## config.mk

```make
export PLATFORM = sky130hd
export DESIGN_NAME = pl_reset_seq
export DESIGN_NICKNAME = d
export VERILOG_FILES = /design/src/rtl/pl_seq_pkg.sv /design/src/rtl/pl_sync2.sv /design/src/rtl/pl_poll_timer.sv /design/src/rtl/pl_reset_seq.sv
export SDC_FILE = /design/constraint.sdc
export NUM_CORES = 1
export LEC_CHECK = 0
export ABC_AREA = 1
export BUFFER_PORTS_ARGS = -buffer_cell sky130_fd_sc_hd__buf_2
export CAP_MARGIN = 30
export CORE_ASPECT_RATIO = 0.5
export CORE_MARGIN = 5
export CORE_UTILIZATION = 35
export DETAILED_ROUTE_END_ITERATION = 10
export PLACE_DENSITY_LB_ADDON = 0.2
export SLEW_MARGIN = 5
export SYNTH_ARGS = -nofsm -noshare
export SYNTH_HDL_FRONTEND = slang
export SYNTH_SLANG_ARGS = --single-unit
```

## constraint.sdc

```tcl
create_clock -name clk -period 1.6 [get_ports clk]
set_input_delay 0.32 -clock clk [delete_from_list [all_inputs] [get_ports clk]]
set_output_delay 0.32 -clock clk [all_outputs]
set_load 0.005 [all_outputs]
```

## src/rtl/pl_seq_pkg.sv

```systemverilog
package pl_seq_pkg;

    localparam int VEC_W = 4;

    localparam logic [VEC_W-1:0] RST_ALL   = 4'hF;
    localparam logic [VEC_W-1:0] RST_NONE  = 4'h0;
    localparam logic [VEC_W-1:0] LVL_OFF   = 4'h0;
    localparam logic [VEC_W-1:0] LVL_P2L   = 4'hA;
    localparam logic [VEC_W-1:0] LVL_BOTH  = 4'hF;

    typedef enum logic [3:0] {
        S_IDLE,
        S_LS_OFF,
        S_LS_P2L,
        S_WAIT_HI1,
        S_WAIT_LO,
        S_WAIT_HI2,
        S_LOAD,
        S_WAIT_DONE,
        S_REL_RST
    } seq_state_e;

    typedef struct packed {
        seq_state_e       state;
        logic             part;
        logic             prog_n;
        logic [VEC_W-1:0] fab;
        logic [VEC_W-1:0] lvl;
        logic             busy;
        logic             err;
        logic             tmo;
    } seq_regs_t;

endpackage

```

## src/rtl/pl_sync2.sv

```systemverilog
module pl_sync2 #(
    parameter logic RST_VAL = 1'b0
) (
    input  logic clk,
    input  logic rst_n,
    input  logic async_i,
    output logic sync_o
);
    logic meta_q, meta_d;
    logic out_q, out_d;

    always_comb begin
        meta_d = async_i;
        out_d  = meta_q;
    end

    always_ff @(posedge clk or negedge rst_n) begin
        if (!rst_n) begin
            meta_q <= RST_VAL;
            out_q  <= RST_VAL;
        end else begin
            meta_q <= meta_d;
            out_q  <= out_d;
        end
    end

    assign sync_o = out_q;
endmodule

```

## src/rtl/pl_poll_timer.sv

```systemverilog
module pl_poll_timer #(
    parameter int POLL_CYC      = 2000,
    parameter int TIMEOUT_POLLS = 125000
) (
    input  logic clk,
    input  logic rst_n,
    input  logic run_i,
    input  logic clr_i,
    output logic tick_o,
    output logic last_o
);
    localparam int CYC_W  = (POLL_CYC > 2) ? $clog2(POLL_CYC) : 1;
    localparam int POLL_W = $clog2(TIMEOUT_POLLS + 1);
    localparam logic [CYC_W-1:0]  CYC_LAST  = CYC_W'(POLL_CYC - 1);
    localparam logic [POLL_W-1:0] POLL_LAST = POLL_W'(TIMEOUT_POLLS - 1);

    logic [CYC_W-1:0]  cyc_d, cyc_q;
    logic [POLL_W-1:0] poll_d, poll_q;

    assign tick_o = run_i && (cyc_q == CYC_LAST);
    assign last_o = tick_o && (poll_q == POLL_LAST);

    always_comb begin
        cyc_d  = cyc_q;
        poll_d = poll_q;
        if (!run_i || clr_i) begin
            cyc_d  = '0;
            poll_d = '0;
        end else if (cyc_q == CYC_LAST) begin
            cyc_d  = '0;
            poll_d = poll_q + 1'b1;
        end else begin
            cyc_d = cyc_q + 1'b1;
        end
    end

    always_ff @(posedge clk or negedge rst_n) begin
        if (!rst_n) begin
            cyc_q  <= '0;
            poll_q <= '0;
        end else begin
            cyc_q  <= cyc_d;
            poll_q <= poll_d;
        end
    end

    generate
        if (POLL_CYC > 1) begin : g_gap_chk
            AST_TICK_GAP: assert property (@(posedge clk) disable iff (!rst_n)
                tick_o |=> !tick_o);
        end
    endgenerate
endmodule

```

## src/rtl/pl_reset_seq.sv

```systemverilog
module pl_reset_seq
    import pl_seq_pkg::*;
#(
    parameter int POLL_CYC      = 2000,
    parameter int TIMEOUT_POLLS = 125000
) (
    input  logic             clk,
    input  logic             rst_n,
    input  logic             start_i,
    input  logic             partial_i,
    input  logic             fab_clear_i,
    input  logic             load_done_i,
    input  logic             finish_i,
    output logic             fab_prog_n_o,
    output logic [VEC_W-1:0] fab_rst_o,
    output logic [VEC_W-1:0] lvl_en_o,
    output logic             busy_o,
    output logic             err_o,
    output logic             timeout_o
);
    seq_regs_t d, q;
    logic      clear_s;
    logic      tick, last, waiting, clr;

    pl_sync2 #(.RST_VAL(1'b0)) i_clear_sync (
        .clk     (clk),
        .rst_n   (rst_n),
        .async_i (fab_clear_i),
        .sync_o  (clear_s)
    );

    assign waiting = (q.state == S_WAIT_HI1) || (q.state == S_WAIT_LO) ||
                     (q.state == S_WAIT_HI2) || (q.state == S_WAIT_DONE);

    pl_poll_timer #(
        .POLL_CYC      (POLL_CYC),
        .TIMEOUT_POLLS (TIMEOUT_POLLS)
    ) i_timer (
        .clk    (clk),
        .rst_n  (rst_n),
        .run_i  (waiting),
        .clr_i  (clr),
        .tick_o (tick),
        .last_o (last)
    );

    always_comb begin
        d   = q;
        clr = 1'b0;
        unique case (q.state)
            S_IDLE: begin
                if (start_i) begin
                    d.err  = 1'b0;
                    d.tmo  = 1'b0;
                    d.busy = 1'b1;
                    d.part = partial_i;
                    if (partial_i) begin
                        d.state = S_LOAD;
                    end else begin
                        d.fab   = RST_ALL;
                        d.state = S_LS_OFF;
                    end
                end
            end
            S_LS_OFF: begin
                d.lvl   = LVL_OFF;
                d.state = S_LS_P2L;
            end
            S_LS_P2L: begin
                d.lvl    = LVL_P2L;
                d.prog_n = 1'b1;
                d.state  = S_WAIT_HI1;
            end
            S_WAIT_HI1: begin
                if (tick && clear_s) begin
                    d.prog_n = 1'b0;
                    d.state  = S_WAIT_LO;
                    clr      = 1'b1;
                end
            end
            S_WAIT_LO: begin
                if (tick && !clear_s) begin
                    d.prog_n = 1'b1;
                    d.state  = S_WAIT_HI2;
                    clr      = 1'b1;
                end
            end
            S_WAIT_HI2: begin
                if (tick && clear_s) d.state = S_LOAD;
            end
            S_LOAD: begin
                if (finish_i) d.state = S_WAIT_DONE;
            end
            S_WAIT_DONE: begin
                if (tick && load_done_i) begin
                    if (q.part) begin
                        d.state = S_IDLE;
                        d.busy  = 1'b0;
                    end else begin
                        d.lvl   = LVL_BOTH;
                        d.state = S_REL_RST;
                    end
                end
            end
            S_REL_RST: begin
                d.fab   = RST_NONE;
                d.state = S_IDLE;
                d.busy  = 1'b0;
            end
            default: d.state = S_IDLE;
        endcase

        // a wait that reaches its final poll unsatisfied aborts the run
        if (waiting && last && (d.state == q.state)) begin
            d.state = S_IDLE;
            d.busy  = 1'b0;
            d.err   = 1'b1;
            d.tmo   = 1'b1;
        end
    end

    always_ff @(posedge clk or negedge rst_n) begin
        if (!rst_n) begin
            q.state  <= S_IDLE;
            q.part   <= 1'b0;
            q.prog_n <= 1'b1;
            q.fab    <= RST_NONE;
            q.lvl    <= LVL_OFF;
            q.busy   <= 1'b0;
            q.err    <= 1'b0;
            q.tmo    <= 1'b0;
        end else begin
            q <= d;
        end
    end

    assign fab_prog_n_o = q.prog_n;
    assign fab_rst_o    = q.fab;
    assign lvl_en_o     = q.lvl;
    assign busy_o       = q.busy;
    assign err_o        = q.err;
    assign timeout_o    = q.tmo;

    AST_PARTIAL_HOLD: assert property (@(posedge clk) disable iff (!rst_n)
        (q.busy && q.part) |-> ($stable(q.fab) && $stable(q.lvl) && $stable(q.prog_n)));
    AST_P2L_UNDER_RESET: assert property (@(posedge clk) disable iff (!rst_n)
        (q.lvl == LVL_P2L) |-> (q.fab == RST_ALL));
    AST_PROG_FALL: assert property (@(posedge clk) disable iff (!rst_n)
        $fell(q.prog_n) |-> $past(clear_s));
    AST_RELEASE_ORDER: assert property (@(posedge clk) disable iff (!rst_n)
        (($past(q.fab) == RST_ALL) && (q.fab == RST_NONE)) |-> (q.lvl == LVL_BOTH));
    AST_ERR_IDLE: assert property (@(posedge clk) disable iff (!rst_n)
        q.err |-> !q.busy);
endmodule

```

# [After elaboration in Yosys (flattened, before gate mapping)]
# Cells that the tools add are included.
[word_totals] regBits=47 word_cells=92 inputBits=7
[op_classes] n_mux=31 addsub=2 n_eq_ne=20 reduce_logical=27
[op_table] operator="$mux 4" n=10
[op_table] operator="$mux 17" n=2
[op_table] operator="$pmux 4 s8" n=1
[op_table] operator="$mux 11" n=2
[op_table] operator="$add 17x1->17 const B" n=1
[op_table] operator="$eq 17x17->1 const B" n=1
[op_table] operator="$eq 4x3->1 const B" n=4
[op_table] operator="$pmux 4 s3" n=1
[op_table] operator="$add 11x1->11 const B" n=1
[op_table] operator="$eq 11x11->1 const B" n=1
[op_table] operator="$mux 5" n=2
[op_table] operator="$mux 3" n=3
[op_table] operator="$reduce_and 3->1" n=3
[op_table] operator="$eq 4x2->1 const B" n=2
[op_table] operator="$pmux 4 s2" n=1
[op_table] operator="$reduce_bool 2->1" n=4
[op_table] operator="$logic_and 1x1->1" n=7
[op_table] operator="$ne 2x1->1 const B" n=3
[op_table] operator="$ne 2x2->1 const B" n=3
[op_table] operator="$pmux 1 s3" n=2
[op_table] operator="$reduce_bool 3->1" n=2
[op_table] operator="$mux 1" n=5
[op_table] operator="$eq 4x1->1 const B" n=1
[op_table] operator="$eq 4x4->1" n=1
[op_table] operator="other kinds (12)" n=17

# [Depth between registers and ports, before layout]
[depth] ltp_word=12 ltp_mapped=15 depth_no_buf=15

# [By module]
# Synthesis repeated with hierarchy kept, for this count alone.
[hier_totals] hier_cells=334 hier_area_um2=2399.8
[by_module_without_submodules] module="pl_poll_timer" area_each_um2=1599.0 cells_per_inst=219 n_inst=1
[by_module_without_submodules] module="pl_reset_seq" area_each_um2=750.7 cells_per_inst=113 n_inst=1
[by_module_without_submodules] module="pl_sync2" area_each_um2=50.0 cells_per_inst=2 n_inst=1

# [Worst setup path after synthesis]
# Ideal clock, no wire load.
[synth_path] path_type="reg2reg" startpoint="register i_timer.cyc_q[0]" endpoint="register i_timer.poll_q[13]" stages_incl_launch_ff=11 arrival_time_ns=1.567 period_less_slack_ns=1.686 slack_ns=-0.086 cell_sequence="dfrtp_1 ha_1 nand3_1 inv_2 nand3_4 nor3_4 nand3_2 nor2_4 nand2_1 o21ai_1 nor2_1"
[synth_via] elab_chain_cells=7
[synth_rtl] element="from (decl)" line="pl_poll_timer.sv:17" text="logic [CYC_W-1:0] cyc_d, cyc_q;"
[synth_rtl] element="from (signal assigned)" line="pl_poll_timer.sv:42" text="cyc_q <= cyc_d;"
[synth_rtl] element="$eq 11x11->1 *" line="pl_poll_timer.sv:20, pl_poll_timer.sv:29"
[synth_rtl] element="$logic_and 1x1->1" line="pl_poll_timer.sv:20" text="assign tick_o = run_i && (cyc_q == CYC_LAST);"
[synth_rtl] element="$logic_and 1x1->1, on equally long branches" line="pl_reset_seq.sv:82, pl_reset_seq.sv:75"
[synth_rtl] element="$mux 1, on equally long branches" line="pl_reset_seq.sv:82, pl_reset_seq.sv:75"
[synth_rtl] element="$pmux 1 s2" line="pl_reset_seq.sv:50" text="unique case (q.state)"
[synth_rtl] element="$logic_or 1x1->1" line="pl_poll_timer.sv:26" text="if (!run_i || clr_i) begin"
[synth_rtl] element="$mux 17 or $reduce_bool 2->1 (tied branches)"
[synth_rtl] element="to (signal assigned)" line="pl_poll_timer.sv:43" text="poll_q <= poll_d;"
[synth_rtl] element="to (decl)" line="pl_poll_timer.sv:18" text="logic [POLL_W-1:0] poll_d, poll_q;"
# Mark *: on every way between the ends. The rest lies on a longest branch, timed or not.
# A chain may end at the register's enable or synchronous reset.

# [Worst setup path after layout]
[layout_path] startpoint="register i_timer.cyc_q[0]" endpoint="register i_timer.poll_q[5]"
# Same word-level chain as after synthesis.

==> run_summary.xml <==
<?xml version="1.0" encoding="UTF-8"?>
<metrics>
  <group name="power">
    <metric name="ir_drop" unit="mV">0.4016</metric>
    <metric name="post-layout-total-power" unit="mW">2.191</metric>
    <metric name="total_leakage_power" unit="nW">1.824</metric>
    <metric name="power_per_cell_area" unit="nW/µm²">587.1</metric>
  </group>
  <group name="detailed_routing">
    <metric name="detail-route-antenna-nets" unit="">0</metric>
    <metric name="drt_first_pass_iters" unit="">4</metric>
    <metric name="drc" unit="">0</metric>
    <metric name="drtIter0Drc" unit="">225</metric>
    <metric name="routed-via-count" unit="">2487</metric>
    <metric name="routed_wl" unit="µm">6817</metric>
    <metric name="drt-wirelength-per-cell" unit="µm">13.19</metric>
    <metric name="routed_via_density" unit="">4.810</metric>
  </group>
  <group name="cells_and_area">
    <metric name="n_antenna_cell" unit="">0</metric>
    <metric name="finalNetCount" unit="">433</metric>
    <metric name="fin_util" unit="%">54.63</metric>
    <metric name="multi_input_comb_area" unit="µm²">1519</metric>
    <metric name="fin_area" unit="µm²">3732</metric>
    <metric name="seq_area" unit="µm²">1031</metric>
    <metric name="num-fill-cells" unit="">621</metric>
    <metric name="drive_above_1_share" unit="%">47.29</metric>
    <metric name="area_delta_synth_final" unit="%">48.11</metric>
  </group>
  <group name="clock_network">
    <metric name="cts.root.buffer_cell" unit="">clkbuf_16</metric>
    <metric name="cts_hold_buffers" unit="">0</metric>
    <metric name="tritoncts_num_sinks" unit="">41</metric>
    <metric name="worstSkewPairLatency" unit="ns">0.29</metric>
    <metric name="max-clock-path-buffers" unit="">2</metric>
    <metric name="clock_input_transition_at_the_sequential_cells_of_the_worst_setup_and_hold_paths" unit="ns">0.07</metric>
    <metric name="cts.htree.levels" unit="">2</metric>
    <metric name="tritoncts_clock_tree" unit="">built</metric>
    <metric name="cts-buffers-inserted" unit="">5</metric>
  </group>
  <group name="yosys">
    <metric name="netlist_area" unit="µm²">2520</metric>
    <metric name="ys_async_sr_fraction" unit="%">100.0</metric>
    <metric name="synth.distinct_cells" unit="">35</metric>
    <metric name="yosys_warnings" unit="">0</metric>
    <metric name="number_of_enable_flip_flop_cells_after_synthesis" unit="">0</metric>
    <metric name="synth.yosys.seq_area_share" unit="%">40.76</metric>
    <metric name="postSynthNetCount" unit="">347</metric>
    <metric name="syn_area_per_cell" unit="µm²">7.455</metric>
    <metric name="synth_flop_cell" unit="">dfrtp_1</metric>
    <metric name="post_synth_inst_count" unit="">338</metric>
    <metric name="synth-seq-cells" unit="">41</metric>
  </group>
  <group name="grt">
    <metric name="largest_net_degree_at_the_start_of_global_routing" unit="">42</metric>
    <metric name="grt_first_pass_wirelength" unit="µm">11110</metric>
    <metric name="antenna_violations_before_repair" unit="">0</metric>
    <metric name="grt_pass1_vias" unit="">2341</metric>
    <metric name="globalRouteOverflowTotal" unit="">0</metric>
    <metric name="grt_resource_usage_total" unit="%">15.25</metric>
  </group>
  <group name="sta">
    <metric name="timing_max_transition_violations_final" unit="">0</metric>
    <metric name="layout_min_cycle_time" unit="ns">1.781</metric>
    <metric name="worst_max_slew_pin_slew" unit="ns">0.4163</metric>
    <metric name="maxClockFrequency" unit="MHz">561.6</metric>
    <metric name="finalClockSkew" unit="ns">0.01045</metric>
    <metric name="final.setup.worst_slack" unit="ns">-0.1806</metric>
    <metric name="final.hold.worst_slack" unit="ns">-0.002852</metric>
    <metric name="hold_violations" unit="">7</metric>
    <metric name="setup_repair_after_global_routing_missed_its_margin" unit="">true</metric>
    <metric name="slew-limit-headroom" unit="%">72.03</metric>
    <metric name="timing.final.crit_share" unit="%">111.3</metric>
    <metric name="final_number_of_setup_violating_endpoints" unit="">25</metric>
  </group>
  <group name="setup_path">
    <metric name="critPathKind" unit="">reg2reg</metric>
    <metric name="r2r_setup_slack" unit="ns">-0.18</metric>
    <metric name="worst_setup_path_end_kind" unit="">flop</metric>
    <metric name="timing.critical_path.required" unit="ns">1.78</metric>
    <metric name="crit_path_max_fanout" unit="">5</metric>
    <metric name="setup.worst_path.start_class" unit="">flop</metric>
    <metric name="timing.critical_path.arrival" unit="ns">1.96</metric>
  </group>
  <group name="worst_hold_path">
    <metric name="hold_class" unit="">in2async</metric>
  </group>
  <group name="die">
    <metric name="dieArea" unit="µm²">9100</metric>
    <metric name="chipHeight" unit="µm">70</metric>
    <metric name="die_w" unit="µm">130</metric>
    <metric name="row_count" unit="">21</metric>
    <metric name="boundaryPins" unit="">19</metric>
    <metric name="initial_core_util" unit="%">36.89</metric>
    <metric name="core_area" unit="µm²">6832</metric>
  </group>
  <group name="place">
    <metric name="globalplace.congestion" unit="">0.8790</metric>
    <metric name="dp_hpwl" unit="µm">4862</metric>
    <metric name="placed_area" unit="µm²">3100</metric>
    <metric name="detailedPlace.worstSlack" unit="ns">-0.2144</metric>
    <metric name="place.port_buffers" unit="">18</metric>
  </group>
  <group name="outcome">
    <metric name="violated_checks" unit="">hold timing, setup timing</metric>
    <metric name="outcome" unit="">complete, but fails checks</metric>
  </group>
  <group name="flow_run">
    <metric name="max-cap-violations" unit="">0</metric>
  </group>
</metrics>
-- cell families after synthesis --
family	share of synthesized area, %
AO/OA/AOI/OAI	7.299
AND/OR/NAND/NOR	36.74
buffers and inverters	11.77
flip-flops	40.76
XOR/XNOR	2.433
adder cells (fa/ha/maj)	0.9929
-- per-layer routing --
metal	GRT usage [%]	vias to the layer above	wire [µm]
met5	0	-	0
met4	5.069	0	78
met3	3.427	8	309
met2	23.39	52	3202
met1	21.19	1177	3226
li1	-	1250	-
-- cell usage after synthesis (all sizes together) (2+ instances only) --
master	n	share of area, %
xnor2	2	0.70
o21ai	14	2.9
nor4	2	0.50
nand4	10	3.0
inv	55	8.2
nand3b	2	0.60
nand2	66	11
nor3	13	3.2
xor2	5	1.7
nor2	63	11
nand3	30	7.1
buf	11	3.6
ha	2	0.99
a21oi	16	3.2
dfrtp	40	40
-- placed cells by master (no fill, tap or decap), drive strengths merged --
master	n
o21ai	14
dfstp	1
nor2	63
a41oi	1
o21a	1
o211ai	1
buf	90
clkbuf	7
nand3b	2
ha	2
nand2	66
clkinv	2
dfrtp	40
xnor2	2
and2	1
inv	54
nand4	10
a21oi	16
xor2	5
nor4	2
nor3	13
and3	1
a31oi	1
nand3	30
-- worst max-delay path, stage by stage (launching register included) --
cell	delay [ns]
dfrtp_1	0.35
ha_2	0.21
nand3_4	0.11
inv_4	0.09
nand3_4	0.13
nor3_4	0.21
nand3_4	0.14
buf_4	0.16
buf_6	0.11
o21ai_2	0.09
a21oi_1	0.05
-- layout make-up --
class,instances,share of cell area [%]
clock inverter,1,0.1341
clock buffer,7,4.090
inverter,55,5.934
multi-input combinational,231,40.70
tap,92,3.084
timing repair buffer,90,18.44
sequential,41,27.62
-- where the power goes --
part	internal (mW)	total, mW	switching, mW
clock network	0.661	1.09	0.426
logic	0.0190	0.0555	0.0365
registers	1.04	1.05	0.00519
-- final timing paths --
kind,end,start,cells after the start
max,i_timer.poll_q[5],i_timer.cyc_q[0],10
min in group clk,i_clear_sync.meta_q,fab_clear_i,1
max reg2reg,i_timer.poll_q[5],i_timer.cyc_q[0],10
max in group asynchronous,fab_prog_n_o,rst_n,2
min reg2reg,i_clear_sync.sync_o,i_clear_sync.meta_q,0
min,i_timer.cyc_q[7],rst_n,2
-- registers in the layout, summed over array words and instances (netlist names) --
signal and flops:
i_timer.poll_q 17, i_clear_sync.meta_q 1, busy_o 1, i_clear_sync.sync_o 1, i_timer.cyc_q 11, err_o 1
fab_prog_n_o 1, q 5, lvl_en_o 2, fab_rst_o 1
-- repair_timing --
| item | 4_1_cts | 5_1_grt |
|---|---|---|
| pin swaps | 10 | 18 |
| setup buffers | 6 | 8 |
| resized for setup | 38 | 69 |
| setup endpoints to repair | 29 | 37 |
-- stage by stage --
step / hold slack, ns / cells / setup TNS [ns]
2_1_floorplan: 0.02441 / 338 / -0.1734
4_1_cts: 0.003754 / 510 / -1.891
6_report: -0.002852 / 517 / -2.497
3_3_place_gp: 0.3094 / 496 / -2.467
5_1_grt: 0.008655 / 517 / -5.884
3_5_place_dp: 0.3113 / 496 / -3.050
(Power assumes the default switching activity.)
